==> config.mk <==
export PLATFORM = sky130hd
export DESIGN_NAME = irq_commit_flush
export DESIGN_NICKNAME = d
export VERILOG_FILES = /design/src/rtl/irq_take_pkg.sv /design/src/rtl/irq_take_ctrl.sv /design/src/rtl/irq_take_dpath.sv /design/src/rtl/irq_commit_flush.sv
export SDC_FILE = /design/constraint.sdc
export NUM_CORES = 1
export LEC_CHECK = 0
export BUFFER_PORTS_ARGS = -buffer_cell sky130_fd_sc_hd__buf_2
export CORE_MARGIN = 1.5
export CORE_UTILIZATION = 35
export DETAILED_ROUTE_END_ITERATION = 16
export PLACE_DENSITY = 0.62
export SETUP_SLACK_MARGIN = 0.05
export SLEW_MARGIN = 20
export SYNTH_ARGS = -nofsm -noshare
export SYNTH_HDL_FRONTEND = slang
export SYNTH_HIERARCHICAL = 1
export SYNTH_SLANG_ARGS = --single-unit
==> constraint.sdc <==
create_clock -name clk -period 2.5 [get_ports clk]
set_input_delay 0.25 -clock clk [delete_from_list [all_inputs] [get_ports clk]]
set_output_delay 0.25 -clock clk [all_outputs]
set_load 0.02 [all_outputs]
==> src/rtl/irq_take_pkg.sv <==
package irq_take_pkg;

  typedef enum logic [0:0] {
    ST_RUN   = 1'b0,
    ST_ENTRY = 1'b1
  } takeState_e;

  // strobes passed from control to datapath
  typedef struct packed {
    logic capture;   // stop cycle: latch return address and handler target
    logic commitOk;  // head instruction retires this cycle
  } ctrlStb_t;

endpackage

==> src/rtl/irq_take_ctrl.sv <==
module irq_take_ctrl
  import irq_take_pkg::*;
#(
  parameter int PEND_W = 2
) (
  input  logic     clk,
  input  logic     rstN,
  input  logic     irqReq,
  input  logic     retValid,
  output ctrlStb_t stb
);

  localparam logic [PEND_W-1:0] PEND_MAX = {PEND_W{1'b1}};

  takeState_e      state, stateNext;
  logic [PEND_W-1:0] pendCnt, pendNext;
  logic            takeNow;
  logic            running;

  assign running = (state == ST_RUN);
  assign takeNow = running && (pendCnt != '0);

  always_comb begin
    stb.capture  = takeNow;
    stb.commitOk = retValid && running && (pendCnt == '0);
  end

  always_comb begin
    stateNext = takeNow ? ST_ENTRY : ST_RUN;
  end

  generate
    if (PEND_W == 1) begin : g_pendBit
      always_comb begin
        pendNext = (pendCnt & ~takeNow) | irqReq;
      end
    end else begin : g_pendCnt
      logic [PEND_W:0] pendSum;
      always_comb begin
        pendSum = {1'b0, pendCnt} - {{PEND_W{1'b0}}, takeNow} + {{PEND_W{1'b0}}, irqReq};
        if (pendSum > {1'b0, PEND_MAX}) pendNext = PEND_MAX;
        else                            pendNext = pendSum[PEND_W-1:0];
      end
    end
  endgenerate

  always_ff @(posedge clk or negedge rstN) begin
    if (!rstN) begin
      state   <= ST_RUN;
      pendCnt <= '0;
    end else begin
      state   <= stateNext;
      pendCnt <= pendNext;
    end
  end

endmodule

==> src/rtl/irq_take_dpath.sv <==
module irq_take_dpath
  import irq_take_pkg::*;
#(
  parameter int              PC_W     = 32,
  parameter logic [PC_W-1:0] RESET_PC = '0
) (
  input  logic            clk,
  input  logic            rstN,
  input  ctrlStb_t        stb,
  input  logic [PC_W-1:0] retNextPc,
  input  logic [PC_W-1:0] handlerVec,
  output logic            flushOut,
  output logic            irqAck,
  output logic            redirValid,
  output logic [PC_W-1:0] redirPc,
  output logic [PC_W-1:0] retAddr
);

  logic [PC_W-1:0] archPc;

  // PC of the oldest uncommitted instruction
  always_ff @(posedge clk or negedge rstN) begin
    if (!rstN)             archPc <= RESET_PC;
    else if (stb.commitOk) archPc <= retNextPc;
  end

  always_ff @(posedge clk or negedge rstN) begin
    if (!rstN) begin
      retAddr <= '0;
      redirPc <= '0;
    end else if (stb.capture) begin
      retAddr <= archPc;
      redirPc <= handlerVec;
    end
  end

  always_ff @(posedge clk or negedge rstN) begin
    if (!rstN) begin
      flushOut   <= 1'b0;
      irqAck     <= 1'b0;
      redirValid <= 1'b0;
    end else begin
      flushOut   <= stb.capture;
      irqAck     <= stb.capture;
      redirValid <= stb.capture;
    end
  end

endmodule

==> src/rtl/irq_commit_flush.sv <==
module irq_commit_flush
  import irq_take_pkg::*;
#(
  parameter int              PC_W     = 32,
  parameter int              PEND_W   = 2,
  parameter logic [PC_W-1:0] RESET_PC = '0
) (
  input  logic            clk,
  input  logic            rstN,
  input  logic            irqReq,
  input  logic [PC_W-1:0] handlerVec,
  input  logic            retValid,
  input  logic [PC_W-1:0] retNextPc,
  output logic            retCommit,
  output logic            flushOut,
  output logic            irqAck,
  output logic            redirValid,
  output logic [PC_W-1:0] redirPc,
  output logic [PC_W-1:0] retAddr
);

  ctrlStb_t stb;

  irq_take_ctrl #(.PEND_W(PEND_W)) u_ctrl (
    .clk      (clk),
    .rstN     (rstN),
    .irqReq   (irqReq),
    .retValid (retValid),
    .stb      (stb)
  );

  irq_take_dpath #(.PC_W(PC_W), .RESET_PC(RESET_PC)) u_dpath (
    .clk        (clk),
    .rstN       (rstN),
    .stb        (stb),
    .retNextPc  (retNextPc),
    .handlerVec (handlerVec),
    .flushOut   (flushOut),
    .irqAck     (irqAck),
    .redirValid (redirValid),
    .redirPc    (redirPc),
    .retAddr    (retAddr)
  );

  assign retCommit = stb.commitOk;

endmodule

Yosys cells after proc, flatten, opt, wreduce, memory -nomap -nowiden
Cells that the tools add are included.
{"block": "op_classes", "add_sub_neg": 2, "order_cmp": 1, "n_mux": 2, "bitwise": 1, "reduce_logical": 5}
{"cell": "3-bit by 1-bit adder with 3-bit output", "n": 1}
{"cell": "3-bit by 2-bit > comparator with 1-bit output, second input constant", "n": 1}
{"cell": "1-bit logical AND", "n": 3}
{"cell": "2-bit by 1-bit subtractor with 3-bit output", "n": 1}
{"cell": "2-bit logical NOT", "n": 1}
{"cell": "2-bit 2-to-1 mux", "n": 1}
{"cell": "2-bit nonzero test", "n": 1}
{"cell": "1-bit 2-to-1 mux", "n": 1}
{"cell": "1-bit inverter", "n": 1}
{"block": "totals", "regBits": 100, "input_bits": 68}

Longest topological paths before layout
Gate-level depths: netlist of run 1.
{"block": "logic_depth", "word_depth": 6, "ltp_mapped": 9, "depth_no_buf": 9}

Cells and area by module
The synthesis of run 1 kept the hierarchy.
{"module": "irq_take_dpath", "n_inst": 1, "cells_per_inst": 206, "area_each_um2": 3940.0, "seq_area_each_um2": 2427.3}
{"module": "irq_take_ctrl", "n_inst": 1, "cells_per_inst": 16, "area_each_um2": 180.2, "seq_area_each_um2": 75.1}

Worst setup path after synthesis of run 1
No wires, ideal clock.
{"block": "synth_path", "path_kind": "register to register", "start": "reg u_ctrl.pendCnt[1]", "end": "reg u_dpath.archPc[10]", "arrival_ps": 1673, "required_ps": 2375, "setup_slack_ps": 703, "path_stages_with_launch": 5, "synth_period_minus_slack_ps": 1797, "path_cell_list": "dfrtp_1 -> nor4b_2 -> buf_6 -> buf_6 -> mux2_2"}
{"block": "synth_via", "elab_chain_cells": 2}
{"item": "start: declaration", "line": "irq_take_ctrl.sv:16", "rtl": "logic [PEND_W-1:0] pendCnt, pendNext;"}
{"item": "start signal: assignment", "line": "irq_take_ctrl.sv:53", "rtl": "pendCnt <= pendNext;"}
{"item": "2-bit logical NOT", "line": "irq_take_ctrl.sv:25", "rtl": "stb.commitOk = retValid && running && (pendCnt == '0);"}
{"item": "1-bit logical AND", "line": "irq_take_ctrl.sv:25"}
{"item": "via retCommit", "line": "irq_commit_flush.sv:14", "rtl": "output logic retCommit,"}
{"item": "end signal: assignment", "line": "irq_take_dpath.sv:24", "rtl": "else if (stb.commitOk) archPc <= retNextPc;"}
{"item": "end: declaration", "line": "irq_take_dpath.sv:19", "rtl": "logic [PC_W-1:0] archPc;"}
The timed path passes the listed nets, and every way through them passes these cells.
A chain may end at the register's enable or synchronous reset.

Worst setup path after layout of run 1
{"block": "layout_path", "start": "reg u_ctrl.pendCnt[1]", "end": "out retCommit"}
{"block": "layout_via", "elab_chain_cells": 2}
{"item": "2-bit logical NOT", "line": "irq_take_ctrl.sv:25"}
{"item": "1-bit logical AND", "line": "irq_take_ctrl.sv:25"}
{"item": "end: declaration", "line": "irq_commit_flush.sv:14"}
No other way between the ends.

==> reports/metrics.yaml, run 1 <==
ir_worst_vdd_uv: 934
final_common_cell: "buf_2"
crit_chain: "nor4b_4 -> buf_4 -> buf_2"
fin_skew_ns: 0.00620
ys.warnings.count: 6
die_x_um: 112
grt_start_max_net_pins: 67
synthCells: 222
outcome: "completed"
arrival_ns: 1.79
pin_count: 136
syn2layout_area_growth_pct: 25.0
clock.fmax_mhz: 490
clock_sinks: 100
drive_gt1_frac: 0.695
multi_input_area_mm2: 0.00142
htree_levels: 3
timing.max_cap.violations: 0
yosysUniqueCellTypes: 14
track_usage: 0.128
antenna_found_initial: 0
synth_area_per_cell_um2: 18.6
clockBufferDepth: 2
hold_path_class: "primary input to flip-flop"
portBuffers: 135
yosys.area.top_type: "dfrtp_1"
cts_tree: "yes"
rsz0062_at_grt: "no"
slew_headroom: 0.662
dieArea_mm2: 0.0124
finalWirelength_mm: 7.35
powerDensity_mw_per_mm2: 1460
synth_seq_cells: 100
cp_top_family: "buffers and inverters"
synth_area_mm2: 0.00412
placed_area_mm2: 0.00485
cp_max_fo: 33
finalCritPeriodShare: 0.817
ys_seq_area_frac: 0.607
wl_per_cell_um: 14.5
ctsRootBufferMaster: "clkbuf_16"
design_area_mm2: 0.00515
path_class: "flip-flop to primary output"
regArea_mm2: 0.00250
fin_nets: 430
gp_congestion: 0.684
synth.top_cell.area_share: 0.607
setup_viol: 0
slew_viol_final: 0
worstPathRequired_ns: 2.25
synth_area_leaders: "dfrtp_1 61%, mux2_4 23%, mux2_2 8.7%"
fin_crit_ns: 2.04
power.leakage_nw: 2.62
drtIter0Drc: 102
die_h_um: 112
core.rowCount: 39
clock_latency_ns: 0.34
syn-num-nets: 293
grt_pass1_wl_mm: 12.4
viasPerCell: 4.44
fillCellCount: 1042
cts.repair.resized: 0
cts_made_buffers: 9
final_cell_mix: "134 x buf_2, 100 x dfrtp_1, 64 x mux2_4, 32 x mux2_2, 9 x clkbuf_16"
start_util: 0.359
vias: 2250
cp_num_buf_inv: 2
critPathLaunchType: "flip-flop"
grt-ovfl-total: 0
finalSetupTns_ns: 0
hpwl_mm: 4.78
dr.pass1.iters: 4
cts_setup_buffers: 0
max_stage_delay_ns: 0.47
coreArea_mm2: 0.0115
diodes: 0
final-hold-violation-count: 0
drc: 0
worst_pin_slew_ns: 0.507
clk_pin_slew_ns: 0.07
worst_path_max_delay_cell: "buf_4"
end_kind: "primary output"
hold_buffers: 1
grt_pass1_vias: 2477
ant_nets: 0
## cell type report
type | count | area share
Clock buffer | 11 | 0.0491
Clock inverter | 5 | 0.00705
Inverter | 3 | 0.00219
Multi-Input combinational cell | 105 | 0.277
Sequential cell | 100 | 0.486
Tap cell | 143 | 0.0348
Timing Repair Buffer | 140 | 0.144
## power breakdown
part | internal [mW] | switching, mW | leakage, nW
logic | 1.78 | 1.58 | 1.29
clock network | 0.728 | 0.589 | 0.134
registers | 2.43 | 0.419 | 1.20
## routing by layer
layer	part of all wire	vias up	global-route usage
li1	-	1042	-
met1	0.44	1122	0.157
met2	0.48	76	0.202
met3	0.058	10	0.0408
met4	0.022	0	0.0709
met5	0	-	0
## flip-flops by register name, indices dropped and copies added, names as in the netlist
| register | flops |
|---|---|
| u_ctrl/pendCnt | 2 |
| u_ctrl/state | 1 |
| u_dpath/redirPc | 32 |
| u_dpath/archPc | 32 |
| u_dpath/retAddr | 32 |
| u_dpath/flushOut | 1 |
## stage by stage
stage | setup WS, ns | utilization | hold slack [ns] | power [mW] | std cells
CTS | 0.413 | 0.449 | 0.109 | 7.65 | 507
global route | 0.351 | 0.449 | 0.110 | 7.99 | 507
detailed placement | 0.488 | 0.423 | 0.157 | 6.27 | 490
global placement | 0.569 | 0.423 | 0.153 | 6.18 | 490
finish | 0.457 | 0.449 | 0.128 | 7.52 | 507
floorplan | 0.703 | - | -0.0456 | 5.59 | 222
## path summary, 6_finish.rpt
path	start	to	slack, ns	depth (start not counted)
worst min-delay path	retNextPc[10]	u_dpath/archPc[10]	0.13	2
min in group asynchronous	rstN	u_dpath/redirPc[1]	0.35	2
worst min register to register	u_dpath/redirPc[29]	u_dpath/redirPc[29]	0.50	1
worst max register to register	u_ctrl/pendCnt[1]	u_ctrl/pendCnt[0]	0.49	9
worst max-delay path	u_ctrl/pendCnt[1]	retCommit	0.46	3
max in group asynchronous	rstN	u_dpath/retAddr[0]	1.49	3
## cell usage after synthesis, drive strengths merged
master / n
buf: 14
dfrtp: 100
fa: 1
ha: 2
inv: 3
mux2: 96
nand2: 1
nand2b: 1
nor2: 2
nor4b: 1
xnor2: 1
## logic make-up after synthesis
group	Yosys count	synth area share
muxes	96	0.321
DFF	100	0.607
xor gates and xnor gates	1	0.00213
adders and majority gates	3	0.0109
buffers and inverters	17	0.0510
and+or+nand+nor	5	0.00790
## worst register-to-register path, stage by stage, from the launching register on
cell and delay, ns:
dfrtp_1 0.45, nor2_1 0.22, nor2_4 0.06, ha_1 0.29, inv_1 0.06, ha_1 0.13
inv_1 0.05, fa_1 0.37, xnor2_1 0.19, nand2b_1 0.08
Note: power is estimated with default switching activity, not from simulation.
==> run 2, diff against run 1 <==
- PLACE_DENSITY: 0.62 -> 0.64
- clock period: 2.5 -> 1.68 ns (I/O delays scaled with it)
==> run 2 against run 1 <==
Critical path depth increased by 6. Sequential share of layout area shrank 2.3 points. Setup slack lost 0.48 ns. Non-clock buffer count increased by 12. The flow now finishes with violations (negative setup slack). Design area rose by 5.1%. Largest cell class unchanged. Die area did not move. Global-route usage is 0.32 points higher. Clock skew is 0.0035 ns lower. Critical path type is now flip-flop to flip-flop. Combinational power grew 59%. Highest routed layer unchanged. Hold slack got worse by 0.073 ns.
==> reports/metrics.yaml, run 2 (synthesis results as in run 1) <==
drive_gt1_frac: 0.727
cp_top_family: "adder cells"
powerDensity_mw_per_mm2: 2130
hold_depth: 2
fin_nets: 442
arrival_ns: 1.93
r2r_cells: 9
timing.max_cap.violations: 0
violations: "negative setup slack"
syn2layout_area_growth_pct: 31.3
vias: 2319
hp-start: "handlerVec[11]"
fin_crit_ns: 1.70
r2r-end: "u_ctrl/pendCnt[0]"
critPathLaunchType: "flip-flop"
cp_num_buf_inv: 2
grt_pass1_wl_mm: 12.6
die_h_um: 112
final_cell_mix: "133 x buf_2, 99 x dfrtp_1, 74 x mux2_4, 22 x mux2_2, 12 x clkbuf_16"
worst_slack_ns: -0.0249
ff2ff_setup_slack_ns: -0.02
max_stage_delay_ns: 0.42
track_usage: 0.132
ir_worst_vdd_uv: 1330
diodes: 0
portBuffers: 135
setup_viol: 3
placed_area_mm2: 0.00491
finalCritPeriodShare: 1.01
power_frac_comb: 0.462
outcome: "finished, violations left"
grt_start_max_net_pins: 54
dr.pass1.iters: 4
p_sw_mw: 3.90
p_sw_frac: 0.338
cp_max_fo: 2
rsz0062_at_grt: "yes"
path_class: "flip-flop to flip-flop"
slew_headroom: 0.751
start_util: 0.359
worst_path_max_delay_cell: "dfrtp_2"
clkPwrFrac: 0.168
top_regs: "u_dpath/archPc (32), u_dpath/redirPc (32), u_dpath/retAddr (32)"
slew_viol_final: 0
clk_pin_slew_ns: 0.06
seq_power_share: 0.370
hold_end: "u_dpath/redirPc[11]"
clock_latency_ns: 0.34
hold_path_class: "primary input to flip-flop"
gp_congestion: 0.704
power.leakage_nw: 2.75
r2r_start: "u_ctrl/pendCnt[1]"
crit_chain: "nor2_4 -> nor2_4 -> ha_4 -> inv_2 -> ha_4 -> inv_2 -> fa_2 -> xnor2_2 -> nand2b_1"
fin_skew_ns: 0.00272
pin_count: 136
antenna_found_initial: 1
die_x_um: 112
end_kind: "flip-flop"
grt-ovfl-total: 0
design_area_mm2: 0.00541
worst_pin_slew_ns: 0.374
dieArea_mm2: 0.0124
final-hold-violation-count: 0
cts_made_buffers: 9
fillCellCount: 1024
wl_per_cell_um: 15.0
ant_nets: 0
clock.fmax_mhz: 587
finalWirelength_mm: 7.78
hpwl_mm: 5.09
clock_sinks: 100
drc: 0
viasPerCell: 4.49
drtIter0Drc: 84
final_util: 0.472
core.rowCount: 39
coreArea_mm2: 0.0115
ctsRootBufferMaster: "clkbuf_16"
final_common_cell: "buf_2"
grt_pass1_vias: 2465
cts_tree: "yes"
htree_levels: 3
worstPathRequired_ns: 1.91
clockBufferDepth: 2
p_int_mw: 7.63
## run 2: cell count changes in the layout (fill, tap and decap cells not counted), sizes merged
| cell | change |
|---|---|
| clkbuf | +4 |
| clkinvlp | -3 |
| buf | +9 |
## run 2: final cells by class
cell class	instances	area (um^2)	area share
well taps	143	179	0.0331
clock inverters	2	10.0	0.00185
multi-input cells	105	1500	0.278
repair buffers	152	935	0.173
clock buffers	12	267	0.0492
inverters	3	13.8	0.00254
flip-flops and latches	100	2500	0.463
## run 2: worst max path at each step
stage,depth (start not counted),slack (ns),from,end
4_1_cts,9,-0.02,u_ctrl/pendCnt[0],u_ctrl/pendCnt[0]
5_1_grt,9,-0.08,u_ctrl/pendCnt[1],u_ctrl/pendCnt[0]
3_5_place_dp,9,-0.18,u_ctrl/pendCnt[1],u_ctrl/pendCnt[0]
6_report,9,-0.02,u_ctrl/pendCnt[1],u_ctrl/pendCnt[0]
2_1_floorplan,9,-0.11,u_ctrl/pendCnt[1],u_ctrl/pendCnt[0]
3_3_place_gp,9,-0.14,u_ctrl/pendCnt[1],u_ctrl/pendCnt[0]
## run 2: timing repair
item,CTS,global route
pin swaps,6,5
hold buffers,1,0
endpoints found under the hold margin,24,0
setup buffers,2,0
resized for setup,20,13
gates cloned,0,3
setup endpoints to repair,6,34
## run 2: per-layer routing
metal | share of wire | vias to the layer above | track usage
met5 | 0 | - | 0
met4 | 0.013 | 0 | 0.0456
met3 | 0.067 | 9 | 0.0631
met2 | 0.48 | 76 | 0.200
met1 | 0.43 | 1175 | 0.164
li1 | - | 1059 | -
## run 2: power groups by stage
| stage | sequential, mW | combinational (mW) | clock (mW) |
|---|---|---|---|
| final | 4.27 | 5.33 | 1.93 |
| after floorplan | 5.19 | 3.15 | 0 |
| after detailed placement | 4.28 | 5.14 | 0 |
| after global routing | 4.42 | 5.67 | 2.14 |
| after CTS | 4.28 | 5.26 | 2.04 |
| after global placement | 4.23 | 5.04 | 0 |
## run 2: metrics by stage
stage | total power, mW | std cells | worst slack (ns) | hold WS, ns | setup TNS, ns
6_report | 11.5 | 517 | -0.0249 | 0.0545 | -0.0561
5_1_grt | 12.2 | 517 | -0.0810 | 0.0288 | -0.251
4_1_cts | 11.6 | 514 | -0.0202 | 0.0317 | -0.0349
3_5_place_dp | 9.42 | 497 | -0.182 | 0.103 | -0.362
3_3_place_gp | 9.27 | 497 | -0.141 | 0.0939 | -0.279
2_1_floorplan | 8.34 | 222 | -0.109 | -0.128 | -0.217
